$ cat src/rtl/mdio_bridge_pkg.sv
// Shared types and helpers for the serial management bridge.
// Assumes field widths are small enough that a single counter covers them.
package mdio_bridge_pkg;

    // Frame field sequencer states
    typedef enum logic [2:0] {
        FS_IDLE,
        FS_START,
        FS_OP,
        FS_PHY,
        FS_REG,
        FS_TA,
        FS_DATA,
        FS_WAIT
    } frame_st_e;

    localparam logic [1:0] OPC_RD = 2'b10;
    localparam logic [1:0] OPC_WR = 2'b01;

    // Counter width able to hold the largest field count minus one
    function automatic int cnt_width(input int a, input int b);
        int m;
        int w;
        m = (a > b) ? a : b;
        w = $clog2(m);
        return (w < 1) ? 1 : w;
    endfunction

endpackage

$ cat src/rtl/mdio_frame_seq.sv
// Frame field sequencer. One down-counter tracks the preamble run and then
// the bits left in each field. Bad or foreign frames still run all fields.
// Assumes DATA_W >= 2 and mdi is only meaningful when ce is high.
module mdio_frame_seq
    import mdio_bridge_pkg::*;
#(
    parameter int PRE_LEN = 32,
    parameter int ADDR_W  = 5,
    parameter int DATA_W  = 16
) (
    input  logic              clk,
    input  logic              rst_n,
    input  logic              ce,
    input  logic              mdi,
    input  logic [ADDR_W-1:0] phy_addr,
    input  logic              bus_busy,
    output logic              rd_req,
    output logic              wr_req,
    output logic [ADDR_W-1:0] req_adr,
    output logic [DATA_W-1:0] req_dat,
    output logic              rd_ok_frame,
    output logic              ta_first,
    output logic              in_data,
    output logic              data_last
);

    localparam int CW  = cnt_width(PRE_LEN, DATA_W);
    localparam int SHW = (DATA_W > ADDR_W) ? DATA_W : ADDR_W;
    localparam logic [CW-1:0] RELOAD_PRE  = CW'(PRE_LEN - 1);
    localparam logic [CW-1:0] RELOAD_ADR  = CW'(ADDR_W - 1);
    localparam logic [CW-1:0] RELOAD_DAT  = CW'(DATA_W - 1);
    localparam logic [CW-1:0] RELOAD_TWO  = CW'(1);

    frame_st_e         st;
    logic [CW-1:0]     cnt;
    logic              cnt_zero;
    logic              pre_full;
    logic              bad;
    logic              mine;
    logic              op_rd;
    logic              op_wr;
    logic [SHW-1:0]    sh;
    logic [SHW-1:0]    sh_nx;
    logic [ADDR_W-1:0] reg_q;
    logic              frame_ok;

    assign sh_nx    = {sh[SHW-2:0], mdi};
    assign cnt_zero = (cnt == '0);
    assign frame_ok = !bad && mine;

    // Bus requests fire on the bit that completes the relevant field
    assign rd_req      = ce && (st == FS_REG)  && cnt_zero && op_rd && frame_ok;
    assign wr_req      = ce && (st == FS_DATA) && cnt_zero && op_wr && frame_ok;
    assign req_adr     = (st == FS_REG) ? sh_nx[ADDR_W-1:0] : reg_q;
    assign req_dat     = sh_nx[DATA_W-1:0];
    assign rd_ok_frame = op_rd && frame_ok;
    assign ta_first    = (st == FS_TA) && !cnt_zero;
    assign in_data     = (st == FS_DATA);
    assign data_last   = in_data && cnt_zero;

    // Field sequencing, one step per clock enable (waiting is not gated)
    always_ff @(posedge clk) begin
        if (!rst_n) begin
            st       <= FS_IDLE;
            cnt      <= RELOAD_PRE;
            pre_full <= 1'b0;
            bad      <= 1'b0;
            mine     <= 1'b0;
            op_rd    <= 1'b0;
            op_wr    <= 1'b0;
            sh       <= '0;
            reg_q    <= '0;
        end else if (st == FS_WAIT) begin
            cnt      <= RELOAD_PRE;
            pre_full <= 1'b0;
            if (!bus_busy) begin
                st <= FS_IDLE;
            end
        end else if (ce) begin
            case (st)
                FS_IDLE: begin
                    if (mdi) begin
                        if (cnt_zero) pre_full <= 1'b1;
                        else          cnt      <= cnt - CW'(1);
                    end else if (pre_full) begin
                        st       <= FS_START;
                        pre_full <= 1'b0;
                        bad      <= 1'b0;
                        mine     <= 1'b0;
                        op_rd    <= 1'b0;
                        op_wr    <= 1'b0;
                    end else begin
                        cnt <= RELOAD_PRE;
                    end
                end
                FS_START: begin
                    if (!mdi) bad <= 1'b1;
                    st  <= FS_OP;
                    cnt <= RELOAD_TWO;
                end
                FS_OP: begin
                    sh <= sh_nx;
                    if (cnt_zero) begin
                        op_rd <= (sh_nx[1:0] == OPC_RD);
                        op_wr <= (sh_nx[1:0] == OPC_WR);
                        if (sh_nx[1:0] != OPC_RD && sh_nx[1:0] != OPC_WR) bad <= 1'b1;
                        st  <= FS_PHY;
                        cnt <= RELOAD_ADR;
                    end else begin
                        cnt <= cnt - CW'(1);
                    end
                end
                FS_PHY: begin
                    sh <= sh_nx;
                    if (cnt_zero) begin
                        mine <= (sh_nx[ADDR_W-1:0] == phy_addr);
                        st   <= FS_REG;
                        cnt  <= RELOAD_ADR;
                    end else begin
                        cnt <= cnt - CW'(1);
                    end
                end
                FS_REG: begin
                    sh <= sh_nx;
                    if (cnt_zero) begin
                        reg_q <= sh_nx[ADDR_W-1:0];
                        st    <= FS_TA;
                        cnt   <= RELOAD_TWO;
                    end else begin
                        cnt <= cnt - CW'(1);
                    end
                end
                FS_TA: begin
                    if (cnt_zero) begin
                        st  <= FS_DATA;
                        cnt <= RELOAD_DAT;
                    end else begin
                        cnt <= cnt - CW'(1);
                    end
                end
                FS_DATA: begin
                    sh <= sh_nx;
                    if (cnt_zero) begin
                        if (bus_busy || wr_req) begin
                            st <= FS_WAIT;
                        end else begin
                            st  <= FS_IDLE;
                            cnt <= RELOAD_PRE;
                        end
                    end else begin
                        cnt <= cnt - CW'(1);
                    end
                end
                default: begin
                    st  <= FS_IDLE;
                    cnt <= RELOAD_PRE;
                end
            endcase
        end
    end

endmodule

$ cat src/rtl/mdio_wb_master.sv
// Classic single-cycle bus master. Opens one cycle per request and keeps
// the response (ok or error) until the next request, so a late answer
// survives until the sequencer's next bit boundary.
// Assumes a request never arrives while a cycle is open.
module mdio_wb_master #(
    parameter int ADDR_W = 5,
    parameter int DATA_W = 16
) (
    input  logic              clk,
    input  logic              rst_n,
    input  logic              rd_req,
    input  logic              wr_req,
    input  logic [ADDR_W-1:0] req_adr,
    input  logic [DATA_W-1:0] req_dat,
    output logic              wb_cyc,
    output logic              wb_stb,
    output logic              wb_we,
    output logic [ADDR_W-1:0] wb_adr,
    output logic [DATA_W-1:0] wb_dat_o,
    input  logic              wb_ack,
    input  logic              wb_err,
    input  logic [DATA_W-1:0] wb_dat_i,
    output logic              busy,
    output logic              resp_ok,
    output logic              resp_err,
    output logic [DATA_W-1:0] rdata
);

    assign busy = wb_cyc;

    // Cycle control and response capture
    always_ff @(posedge clk) begin
        if (!rst_n) begin
            wb_cyc   <= 1'b0;
            wb_stb   <= 1'b0;
            wb_we    <= 1'b0;
            wb_adr   <= '0;
            wb_dat_o <= '0;
            resp_ok  <= 1'b0;
            resp_err <= 1'b0;
            rdata    <= '0;
        end else if (!wb_cyc && (rd_req || wr_req)) begin
            wb_cyc   <= 1'b1;
            wb_stb   <= 1'b1;
            wb_we    <= wr_req;
            wb_adr   <= req_adr;
            wb_dat_o <= wr_req ? req_dat : '0;
            resp_ok  <= 1'b0;
            resp_err <= 1'b0;
        end else if (wb_cyc && (wb_ack || wb_err)) begin
            wb_cyc   <= 1'b0;
            wb_stb   <= 1'b0;
            resp_ok  <= wb_ack && !wb_err;
            resp_err <= wb_err;
            if (!wb_we && wb_ack && !wb_err) begin
                rdata <= wb_dat_i;
            end
        end
    end

endmodule

$ cat src/rtl/mdio_tx_path.sv
// Read reply driver. Decides once, at the end of the first turnaround bit,
// whether this read is served; then drives 0 and shifts data out MSB first.
// Assumes the sequencer's phase flags are registered state.
module mdio_tx_path #(
    parameter int DATA_W = 16
) (
    input  logic              clk,
    input  logic              rst_n,
    input  logic              ce,
    input  logic              ta_first,
    input  logic              in_data,
    input  logic              data_last,
    input  logic              rd_ok_frame,
    input  logic              resp_ok,
    input  logic              resp_err,
    input  logic [DATA_W-1:0] rdata,
    output logic              mdo,
    output logic              mdo_oe
);

    logic              drive;
    logic [DATA_W-1:0] tx_sh;

    assign mdo_oe = drive;
    assign mdo    = drive && in_data && tx_sh[DATA_W-1];

    // Drive decision and data shifting on bit boundaries
    always_ff @(posedge clk) begin
        if (!rst_n) begin
            drive <= 1'b0;
            tx_sh <= '0;
        end else if (ce && ta_first) begin
            drive <= rd_ok_frame && resp_ok && !resp_err;
            tx_sh <= rdata;
        end else if (ce && in_data) begin
            tx_sh <= {tx_sh[DATA_W-2:0], 1'b0};
            if (data_last) drive <= 1'b0;
        end
    end

endmodule

$ cat src/rtl/mdio_bus_bridge.sv
// Top level: serial management frames in, single bus cycles out, read
// replies back onto the serial line. Assumes ce is a one-cycle strobe per
// management clock rising edge and mdi is already synchronised.
module mdio_bus_bridge #(
    parameter int PRE_LEN = 32,
    parameter int ADDR_W  = 5,
    parameter int DATA_W  = 16
) (
    input  logic              clk,
    input  logic              rst_n,
    input  logic              ce,
    input  logic              mdi,
    input  logic [ADDR_W-1:0] phy_addr,
    output logic              mdo,
    output logic              mdo_oe,
    output logic              wb_cyc,
    output logic              wb_stb,
    output logic              wb_we,
    output logic [ADDR_W-1:0] wb_adr,
    output logic [DATA_W-1:0] wb_dat_o,
    input  logic              wb_ack,
    input  logic              wb_err,
    input  logic [DATA_W-1:0] wb_dat_i
);

    logic              rd_req;
    logic              wr_req;
    logic [ADDR_W-1:0] req_adr;
    logic [DATA_W-1:0] req_dat;
    logic              rd_ok_frame;
    logic              ta_first;
    logic              in_data;
    logic              data_last;
    logic              busy;
    logic              resp_ok;
    logic              resp_err;
    logic [DATA_W-1:0] rdata;

    mdio_frame_seq #(
        .PRE_LEN (PRE_LEN),
        .ADDR_W  (ADDR_W),
        .DATA_W  (DATA_W)
    ) u_seq (
        .clk         (clk),
        .rst_n       (rst_n),
        .ce          (ce),
        .mdi         (mdi),
        .phy_addr    (phy_addr),
        .bus_busy    (busy),
        .rd_req      (rd_req),
        .wr_req      (wr_req),
        .req_adr     (req_adr),
        .req_dat     (req_dat),
        .rd_ok_frame (rd_ok_frame),
        .ta_first    (ta_first),
        .in_data     (in_data),
        .data_last   (data_last)
    );

    mdio_wb_master #(
        .ADDR_W (ADDR_W),
        .DATA_W (DATA_W)
    ) u_bus (
        .clk      (clk),
        .rst_n    (rst_n),
        .rd_req   (rd_req),
        .wr_req   (wr_req),
        .req_adr  (req_adr),
        .req_dat  (req_dat),
        .wb_cyc   (wb_cyc),
        .wb_stb   (wb_stb),
        .wb_we    (wb_we),
        .wb_adr   (wb_adr),
        .wb_dat_o (wb_dat_o),
        .wb_ack   (wb_ack),
        .wb_err   (wb_err),
        .wb_dat_i (wb_dat_i),
        .busy     (busy),
        .resp_ok  (resp_ok),
        .resp_err (resp_err),
        .rdata    (rdata)
    );

    mdio_tx_path #(
        .DATA_W (DATA_W)
    ) u_tx (
        .clk         (clk),
        .rst_n       (rst_n),
        .ce          (ce),
        .ta_first    (ta_first),
        .in_data     (in_data),
        .data_last   (data_last),
        .rd_ok_frame (rd_ok_frame),
        .resp_ok     (resp_ok),
        .resp_err    (resp_err),
        .rdata       (rdata),
        .mdo         (mdo),
        .mdo_oe      (mdo_oe)
    );

endmodule

$ cat config.mk
export PLATFORM = sky130hd
export DESIGN_NAME = mdio_bus_bridge
export DESIGN_NICKNAME = d
export VERILOG_FILES = /design/src/rtl/mdio_bridge_pkg.sv /design/src/rtl/mdio_frame_seq.sv /design/src/rtl/mdio_wb_master.sv /design/src/rtl/mdio_tx_path.sv /design/src/rtl/mdio_bus_bridge.sv
export SDC_FILE = /design/constraint.sdc
export NUM_CORES = 1
export LEC_CHECK = 0
export ABC_AREA = 1
export BUFFER_PORTS_ARGS = -buffer_cell sky130_fd_sc_hd__buf_2
export CAP_MARGIN = 20
export CORE_AREA = 2 2 89 91
export CTS_CLUSTER_SIZE = 24
export DETAILED_ROUTE_END_ITERATION = 8
export DIE_AREA = 0 0 91 93
export PLACE_DENSITY = 0.76
export REMOVE_ABC_BUFFERS = 1
export SLEW_MARGIN = 25
export SYNTH_ARGS = -nofsm -noshare
export SYNTH_HDL_FRONTEND = slang
export SYNTH_SLANG_ARGS = --single-unit
$ cat constraint.sdc
create_clock -name clk -period 4.8 [get_ports clk]
set_input_delay 0.48 -clock clk [delete_from_list [all_inputs] [get_ports clk]]
set_output_delay 0.48 -clock clk [all_outputs]
set_load 0.02 [all_outputs]
==> results of run 1 <==
-- cell type report --
type                    count  area (µm²)  area share (%)
clock inverters             7        73.8            1.64
repair buffers             54         275            6.11
multi-input cells         380        1860            41.4
inverters                  57         219            4.86
clock buffers               9         124            2.75
well taps                 102         128            2.83
flip-flops and latches     91        1820            40.4
-- report_power, final --
part           leakage (µW)  switching (µW)  internal, µW
Combinational       0.00112            32.7          19.5
Clock              0.000100             276           243
Sequential         0.000734            3.11           757
-- worst paths after layout --
kind,start,end,cells past startpoint
min,wb_dat_i[3],u_bus.rdata[3]$_SDFFE_PN0P_,3
min reg2reg,u_seq.bad$_SDFFE_PN0P_,u_seq.bad$_SDFFE_PN0P_,2
max,u_seq.cnt[0]$_SDFFE_PP1P_,u_tx.tx_sh[5]$_SDFFE_PN0P_,8
max reg2reg,u_seq.cnt[0]$_SDFFE_PP1P_,u_tx.tx_sh[5]$_SDFFE_PN0P_,8
-- per-layer routing --
layer  global-route usage (%)  share of wire, %  routed length, µm
met5                        0                 0                  0
met4                     9.09               2.0                180
met3                     4.67               5.6                492
met2                     36.0                48               4220
met1                     27.7                45               3960
-- sequential cells by signal, indices dropped and copies added, names as in the netlist, 3 cells and up --
| name | count |
|---|---|
| u_seq.st | 3 |
| u_seq.sh | 15 |
| u_tx.tx_sh | 16 |
| u_bus.rdata | 16 |
| u_seq.reg_q | 5 |
| u_seq.cnt | 5 |
| u_bus.wb_dat_o | 16 |
| u_bus.wb_adr | 5 |
-- cell families (layout without fill, tap and decap cells) --
| family | count (synthesis) | in the layout | share of synthesized area [%] |
|---|---|---|---|
| compound gates | 130 | 130 | 17.0 |
| xor+xnor | 4 | 4 | 0.865 |
| fa+ha+maj | 3 | 3 | 0.927 |
| buf+inv | 82 | 127 | 9.05 |
| flops | 91 | 91 | 45.0 |
| simple gates | 243 | 243 | 27.1 |
-- through the flow --
stage,utilization [%],hold WS (ps)
final,59.8,337
after global placement,57.2,445
after CTS,59.8,325
after detailed placement,57.2,457
after global routing,59.8,330
after floorplan,-,424
-- cell usage in the layout (no fill, tap or decap), drive strengths merged --
cell / synthesis / layout
nand4: 4 / 4
a211oi: 1 / 1
nand3: 43 / 43
o21ai: 76 / 76
xnor2: 3 / 3
nand3b: 1 / 1
xor2: 1 / 1
clkinvlp: 0 / 1
clkbuf: 12 / 9
ha: 3 / 3
dfxtp: 91 / 91
a21oi: 36 / 36
o211a: 1 / 1
inv: 54 / 56
nor3: 5 / 5
nor2: 64 / 64
a31oi: 15 / 15
buf: 13 / 54
or2: 1 / 1
nand2: 125 / 125
bufinv: 0 / 1
o211ai: 1 / 1
clkinv: 3 / 6
-- worst max-delay path, stage by stage, from the launching register on --
cell	delay, ps
dfxtp_1	390
inv_1	90
ha_1	280
nand3_4	180
inv_4	100
nor3_4	580
nor2_4	190
nand2_1	140
a31oi_1	90
==> metrics.yaml, run 1 <==
global_routing:
  grt_max_degree: 47
  grtUsageTotal_pct: 21.8
  grt_pass1_vias: 3410
  grt_antenna_before_repair: 0
  grt_pass1_wl_mm: 15.1
  grt-ovfl-total: 0
critical_path:
  r2r_slack_ps: 2630
  cp.required_ps: 5020
  cp-end-kind: "register"
  critPathLaunchType: "register"
  crit_type: "reg2reg"
  path_max_fanout: 19
  arrival_ps: 2390
power_and_ir_drop:
  power_density_nw_per_um2: 296
  p_leak_uw: 0.00196
  power.total_uw: 1330
  peakVddDrop_mv: 0.229
yosys:
  synth_seq_cells: 91
  synth.most_common_cell: "nand2_1"
  syn_avg_cell_area_um2: 7.33
  synthCells: 553
  synth-seq-area-share_pct: 45.0
  yosys-top-cells-area: "dfxtp_1 45%, nand2_1 11%, o21ai_0 7.9%"
  synthTopCellsByCount: "122 x nand2_1, 91 x dfxtp_1, 64 x o21ai_0"
  synth_edf_count: 0
  syn_area_um2: 4050
  yosysWarnings: 0
  synth.top_cell.area_share_pct: 45.0
  synth_area_leader_cell: "dfxtp_1"
  async_flop_share_pct: 0
  synth-main-ff-cell: "dfxtp_1"
  ys_types: 37
clock_tree:
  post_cts_buffers: 0
  hold_buffers: 0
  htreeDepth: 3
  clk_path_buf_depth: 2
  root_buffer: "clkbuf_8"
  cts_tree: "done"
  clkSinkCount: 91
  clk_latency_ps: 360
  clk_pin_slew_ps: 90
  cts-resized-gates: 0
  cts_made_buffers: 9
run_status:
  status: "completed"
cells_and_area:
  drive_gt1_share_pct: 15.9
  postLayoutCellArea_um2: 4500
  fin_nets: 623
  final_cells: 700
  antenna_cells: 0
  fillerInstances: 776
  syn_to_final_growth_pct: 11.2
die:
  io_pins: 53
  die_x_um: 91
  start_util_pct: 53.8
  fp-row-count: 32
  core_region_area_um2: 7530
  die_h_um: 93
  dieArea_um2: 8460
detailed_routing:
  wl_per_cell_um: 12.6
  firstDrtPassIters: 4
  drc: 0
  vias_per_cell: 5.22
  wirelength_mm: 8.85
  antenna_left: 0
  drtIter0Drc: 202
  vias: 3656
sta:
  fin_crit_sh_pct: 45.2
  fmax_mhz: 461
  slew_headroom_pct: 45.4
  setup_tns_ps: 0
  setup_viol: 0
  drv_slew: 0
  worst_slack_ps: 2630
  worst_pin_slew_ps: 814
  period_minus_slack_ps: 2170
  rsz0062_at_grt: "false"
  skew_ps: 7.48
  hold_viol: 0
placed_design:
  port_buffers: 52
  dp.cells: 684
  dp_slack_ps: 2640
  gp_congestion: 0.934
  placed_cell_area_um2: 4310
  place_hpwl_mm: 6.20
flow_run:
  maxCapViolCount: 0
hold_path:
  hp-class: "in2reg"
(Power assumes the default switching activity.)
==> inputs of run 2 (changes only) <==
--- a/config.mk
+++ b/config.mk
@@ -8,11 +8,11 @@
 export ABC_AREA = 1
 export BUFFER_PORTS_ARGS = -buffer_cell sky130_fd_sc_hd__buf_2
 export CAP_MARGIN = 20
-export CORE_AREA = 2 2 89 91
+export CORE_AREA = 2 2 92 94
 export CTS_CLUSTER_SIZE = 24
 export DETAILED_ROUTE_END_ITERATION = 8
-export DIE_AREA = 0 0 91 93
-export PLACE_DENSITY = 0.76
+export DIE_AREA = 0 0 94 96
+export PLACE_DENSITY = 0.74
 export REMOVE_ABC_BUFFERS = 1
 export SLEW_MARGIN = 25
 export SYNTH_ARGS = -nofsm -noshare
==> constraint.sdc (replaced) <==
create_clock -name clk -period 1.8 [get_ports clk]
set_input_delay 0.18 -clock clk [delete_from_list [all_inputs] [get_ports clk]]
set_output_delay 0.18 -clock clk [all_outputs]
set_load 0.02 [all_outputs]
==> run 2 against run 1 <==
Compared with the run above: clock skew rose by 4.3 ps; critical path depth rose by 3; register-to-register slack got worse by 2500 ps; clock power rose by 140%; hold slack got worse by 300 ps; non-clock buffer count rose by 28; first-iteration DRC count fell by 11%; sequential share of layout area fell by 2.1 points; final cell count rose by 4.6%; combinational power rose to 3.0 times the previous value; fmax rose by 28%; critical endpoint is now u_tx.tx_sh[14]$_SDFFE_PN0P_; largest cell class unchanged; largest power group unchanged.
==> metrics.yaml, run 2 (synthesis gave the netlist of run 1 again) <==
critical_path:
  cpPeakStageDelay_ps: 340
  r2r_slack_ps: 110
  cp-end-kind: "register"
  worstRegToRegCells: 11
  path_cells: "inv_1 > ha_2 > nand3_4 > inv_4 > buf_4 > nor3_4 > buf_6 > nor2_4 > buf_12 > nand2_1 > a31oi_1"
  cp_top_family: "buffers and inverters"
  arrival_ps: 1900
  path_max_fanout: 16
  cp-startpoint: "u_seq.cnt[0]$_SDFFE_PP1P_"
  critPathLaunchType: "register"
  crit_type: "reg2reg"
  cp.required_ps: 2010
  r2r_end: "u_tx.tx_sh[14]$_SDFFE_PN0P_"
  cp.depth: 11
  rr_startpoint: "u_seq.cnt[0]$_SDFFE_PP1P_"
  slowest_stage: "dfxtp_2"
  cp-endpoint: "u_tx.tx_sh[14]$_SDFFE_PN0P_"
  critPathBufInv: 5
die:
  die_h_um: 96
  die_x_um: 94
  io_pins: 53
  fp-row-count: 33
  core_region_area_um2: 8050
  dieArea_um2: 9020
  start_util_pct: 50.3
detailed_routing:
  wirelength_mm: 9.31
  drc: 0
  antenna_left: 0
  drtIter0Drc: 180
  vias_per_cell: 5.08
  wl_per_cell_um: 12.7
  vias: 3715
  firstDrtPassIters: 4
power_and_ir_drop:
  peakVddDrop_mv: 0.510
  power.internal_uw: 2600
  sw_frac_of_total_pct: 24.6
  p_seq_share_pct: 58.8
  power_frac_comb_pct: 4.6
  power_switching_uw: 847
  clockPowerShare_pct: 36.6
  p_leak_uw: 0.00211
  power.total_uw: 3450
  power_density_nw_per_um2: 722
cells_and_area:
  drive_gt1_share_pct: 21.2
  area.sequential_um2: 1830
  antenna_cells: 0
  multi_input_area_um2: 1910
  fin_nets: 653
  syn_to_final_growth_pct: 17.8
  final_cells: 732
  fillerInstances: 787
  layout_commonest_cell: "nand2_1"
  layout_common_cells: "121 x nand2_1, 86 x dfxtp_1, 63 x o21ai_0, 56 x nor2_1, 53 x buf_2"
  reg_top3: "u_bus.rdata (16), u_bus.wb_dat_o (16), u_tx.tx_sh (16)"
sta:
  skew_ps: 11.8
  period_minus_slack_ps: 1690
  setup_tns_ps: 0
  fmax_mhz: 591
  slew_headroom_pct: 55.7
  worst_slack_ps: 108
  drv_slew: 0
  fin_crit_sh_pct: 94.0
  setup_viol: 0
  worst_pin_slew_ps: 664
  hold_viol: 0
clock_tree:
  clkSinkCount: 91
  hold_buffers: 0
  cts_tree: "done"
  clk_path_buf_depth: 2
  htreeDepth: 3
  clk_pin_slew_ps: 90
  root_buffer: "clkbuf_8"
  clk_latency_ps: 350
  cts_made_buffers: 9
flow_run:
  maxCapViolCount: 0
global_routing:
  grt_pass1_vias: 3544
  grt-ovfl-total: 0
  grt_pass1_wl_mm: 15.8
  met1_usage_pct: 28.4
  grt.busiest_layer: "met2"
  grt_antenna_before_repair: 0
  use_met3_pct: 4.07
  grtUsageTotal_pct: 21.7
  use_met2_pct: 37.1
  grt_max_degree: 48
run_status:
  status: "completed"
placed_design:
  place_hpwl_mm: 6.54
  dp.cells: 712
  gp_congestion: 0.901
  port_buffers: 52
  dp_slack_ps: -78.6
hold_path:
  hp-class: "in2reg"
run 2: cell types whose count changed in the layout (fill, tap and decap cells not counted), moves of 2 or more:
cell | before | now
dfxtp_1 | 91 | 86
buf_6 | 0 | 2
buf_12 | 0 | 2
dfxtp_2 | 0 | 5
buf_4 | 2 | 25
run 2: through the flow:
step                utilization, %  hold WS [ps]  cell area (µm²)
global route                  59.3          36.4             4770
global placement              56.0           401             4510
floorplan                        -           300             3900
detailed placement            56.0           409             4510
finish                        59.3          40.2             4770
CTS                           58.4          33.0             4700
run 2: layer usage:
| layer | vias to the layer above | wire (µm) |
|---|---|---|
| met5 | - | 0 |
| met4 | 0 | 101 |
| met3 | 10 | 305 |
| met2 | 56 | 4430 |
| met1 | 1703 | 4460 |
| li1 | 1946 | - |
run 2: layout make-up:
type | instances | area share, %
clock inverters | 6 | 1.05
multi-input cells | 382 | 39.9
inverters | 57 | 4.59
flip-flops and latches | 91 | 38.3
clock buffers | 9 | 2.60
well taps | 105 | 2.75
repair buffers | 82 | 10.8
run 2: repair_timing:
item,in CTS,in global routing
cloned,1,2
setup endpoints to repair,23,37
pin swaps,1,4
setup buffers,0,2
gates resized for setup,2,13
run 2: worst register-to-register path, stage by stage (launching register included):
cell and delay (ps):
dfxtp_2 340, inv_1 50, ha_2 200, nand3_4 100, inv_4 50, buf_4 160
nor3_4 170, buf_6 150, nor2_4 50, buf_12 140, nand2_1 60, a31oi_1 70
run 2: power groups by stage:
stage | Clock [µW] | Combinational (µW) | Sequential [µW]
after floorplan | 0 | 66.4 | 2070
after global placement | 0 | 154 | 2070
after detailed placement | 0 | 154 | 2070
after CTS | 1290 | 155 | 2030
after global routing | 1380 | 175 | 2030
final | 1260 | 157 | 2030
run 2: how the worst min path moves through the flow:
stage / startpoint / end / cells past startpoint
after detailed placement: wb_dat_i[3] / u_bus.rdata[3]$_SDFFE_PN0P_ / 3
after CTS: wb_dat_i[8] / u_bus.rdata[8]$_SDFFE_PN0P_ / 3
final: wb_dat_i[14] / u_bus.rdata[14]$_SDFFE_PN0P_ / 3
after global placement: wb_dat_i[4] / u_bus.rdata[4]$_SDFFE_PN0P_ / 3
after floorplan: rst_n / u_bus.wb_adr[0]$_SDFFE_PN0P_ / 2
after global routing: wb_dat_i[8] / u_bus.rdata[8]$_SDFFE_PN0P_ / 3
==> inputs of run 3 (changes only) <==
--- a/config.mk
+++ b/config.mk
@@ -8,11 +8,11 @@
 export ABC_AREA = 1
 export BUFFER_PORTS_ARGS = -buffer_cell sky130_fd_sc_hd__buf_2
 export CAP_MARGIN = 20
-export CORE_AREA = 2 2 92 94
+export CORE_AREA = 2 2 89 91
 export CTS_CLUSTER_SIZE = 24
 export DETAILED_ROUTE_END_ITERATION = 8
-export DIE_AREA = 0 0 94 96
-export PLACE_DENSITY = 0.74
+export DIE_AREA = 0 0 91 93
+export PLACE_DENSITY_LB_ADDON = 0.3
 export REMOVE_ABC_BUFFERS = 1
 export SLEW_MARGIN = 25
 export SYNTH_ARGS = -nofsm -noshare
==> constraint.sdc (replaced) <==
create_clock -name clk -period 1.89 [get_ports clk]
set_input_delay 0.189 -clock clk [delete_from_list [all_inputs] [get_ports clk]]
set_output_delay 0.189 -clock clk [all_outputs]
set_load 0.02 [all_outputs]
==> run 3 against run 2 <==
Compared with the run above: via count unchanged; power down 3.9%; critical path depth is 4 lower; largest cell class unchanged; non-clock buffer count down 14; combinational power decreased by 13%; register-to-register slack improved by 30 ps; wire length decreased by 4.4%; largest power group unchanged; count of clock-buffer cells in the layout rose by 1; flip-flop and latch count is the same; hold slack improved by 4.6 ps; clock skew down 5.6 ps.
==> metrics.yaml, run 3 (synthesis gave the netlist of run 1 again) <==
clock_tree:
  htreeDepth: 3
  root_buffer: "clkbuf_8"
  cts_made_buffers: 9
  clk_latency_ps: 360
  clkSinkCount: 91
  cts_tree: "done"
  hold_buffers: 0
  clk_path_buf_depth: 2
  clk_pin_slew_ps: 90
cells_and_area:
  antenna_cells: 0
  fillerInstances: 715
  final_cells: 715
  layout_commonest_cell: "nand2_1"
  fin_nets: 638
  syn_to_final_growth_pct: 15.0
  layout_common_cells: "122 x nand2_1, 90 x dfxtp_1, 63 x o21ai_0, 57 x nor2_1, 52 x buf_2"
  drive_gt1_share_pct: 18.1
  multi_input_area_um2: 1890
  area.sequential_um2: 1820
  reg_top3: "u_bus.rdata (16), u_bus.wb_dat_o (16), u_tx.tx_sh (16)"
global_routing:
  grt-ovfl-total: 0
  grt_antenna_before_repair: 0
  grtUsageTotal_pct: 21.9
  grt_max_degree: 38
  grt_pass1_vias: 3355
  grt_pass1_wl_mm: 15.2
detailed_routing:
  vias_per_cell: 5.20
  wl_per_cell_um: 12.4
  drtIter0Drc: 236
  vias: 3715
  antenna_left: 0
  firstDrtPassIters: 5
  drc: 0
  wirelength_mm: 8.90
flow_run:
  maxCapViolCount: 0
sta:
  fmax_mhz: 571
  slew_headroom_pct: 67.9
  period_minus_slack_ps: 1750
  fin_crit_sh_pct: 92.7
  worst_pin_slew_ps: 481
  hold_viol: 0
  setup_tns_ps: 0
  drv_slew: 0
  rsz0062_at_grt: "false"
  setup_viol: 0
  skew_ps: 6.15
critical_path:
  cp.depth: 7
  path_cells: "clkinv_2 > nand3_2 > nor2_4 > buf_4 > nor2_4 > nand2_1 > a31oi_1"
  cpPeakStageDelay_ps: 580
  path_max_fanout: 17
  critPathLaunchType: "register"
  arrival_ps: 2040
  slowest_stage: "dfxtp_1"
  cp.required_ps: 2180
  critPathBufInv: 2
  worstRegToRegCells: 7
  path_common_cell: "nor2_4"
  cp_top_family: "simple AND/OR/NAND/NOR gates"
  crit_type: "reg2reg"
  cp-end-kind: "register"
die:
  io_pins: 53
  core_region_area_um2: 7530
  die_x_um: 91
  start_util_pct: 53.8
  fp-row-count: 32
  dieArea_um2: 8460
  die_h_um: 93
placed_design:
  gp_congestion: 0.864
  dp.cells: 696
  port_buffers: 52
  place_hpwl_mm: 6.05
hold_path:
  hp-class: "in2reg"
  holdPathStages: 3
power_and_ir_drop:
  p_leak_uw: 0.00203
  peakVddDrop_mv: 0.443
  power_density_nw_per_um2: 711
run_status:
  status: "completed"
==> run 3: cell count changes in the layout (fill, tap and decap cells not counted), sizes merged <==
cell      delta
clkbuf       +1
buf         -14
clkinvlp     +2
clkinv       +1
inv          -3
a21oi        -1
==> run 3: per-layer routing <==
layer  wire, µm  global-route usage (%)  up-vias  share of wire, %
met3        429                    4.11       14               4.8
li1           -                       -     1916                 -
met1       4130                    29.0     1680                46
met4        129                    7.07        0               1.5
met2       4210                    36.3      105                47
met5          0                       0        -                 0
==> run 3: what timing repair did <==
action / 4_1_cts / 5_1_grt
gates cloned: 1 / 0
endpoints found under the setup margin: 22 / 26
pin swaps: 1 / 2
resized for setup: 1 / 5
setup buffers: 0 / 2
==> run 3: final cells by class <==
cell class / count / area share [%]
clock buffers: 10 / 2.95
clock inverters: 6 / 1.13
inverters: 57 / 4.70
multi-input cells: 381 / 40.7
flip-flops and latches: 91 / 39.1
well taps: 102 / 2.74
repair buffers: 68 / 8.70
==> run 3: worst register-to-register path, cell delays in order, from the launching register on <==
cell,delay [ps]
dfxtp_1,580
clkinv_2,130
nand3_2,130
nor2_4,50
buf_4,200
nor2_4,330
nand2_1,110
a31oi_1,150
==> run 3: path summary, 6_finish.rpt <==
check | startpoint | end | slack, ps
max | u_seq.st[0]$_SDFFE_PN0P_ | u_tx.tx_sh[4]$_SDFFE_PN0P_ | 140
min | wb_dat_i[10] | u_bus.rdata[10]$_SDFFE_PN0P_ | 40
max reg2reg | u_seq.st[0]$_SDFFE_PN0P_ | u_tx.tx_sh[4]$_SDFFE_PN0P_ | 140
min reg2reg | u_seq.bad$_SDFFE_PN0P_ | u_seq.bad$_SDFFE_PN0P_ | 460
==> run 3: power by group <==
group,internal [µW],switching (µW),total [µW]
registers,1920,8.06,1930
logic,54.4,82.2,137
clock network,524,721,1250
==> run 3: metrics by stage <==
step	hold WS (ps)	setup slack, ps	util (%)	instance area (µm²)	total power (µW)
after floorplan	309	21.7	-	3900	2040
after global placement	409	16.9	58.7	4420	2110
after detailed placement	415	-59.1	58.7	4420	2110
after CTS	35.3	5.05	61.4	4620	3340
after global routing	45.9	6.31	61.9	4660	3440
final	44.8	138	61.9	4660	3310
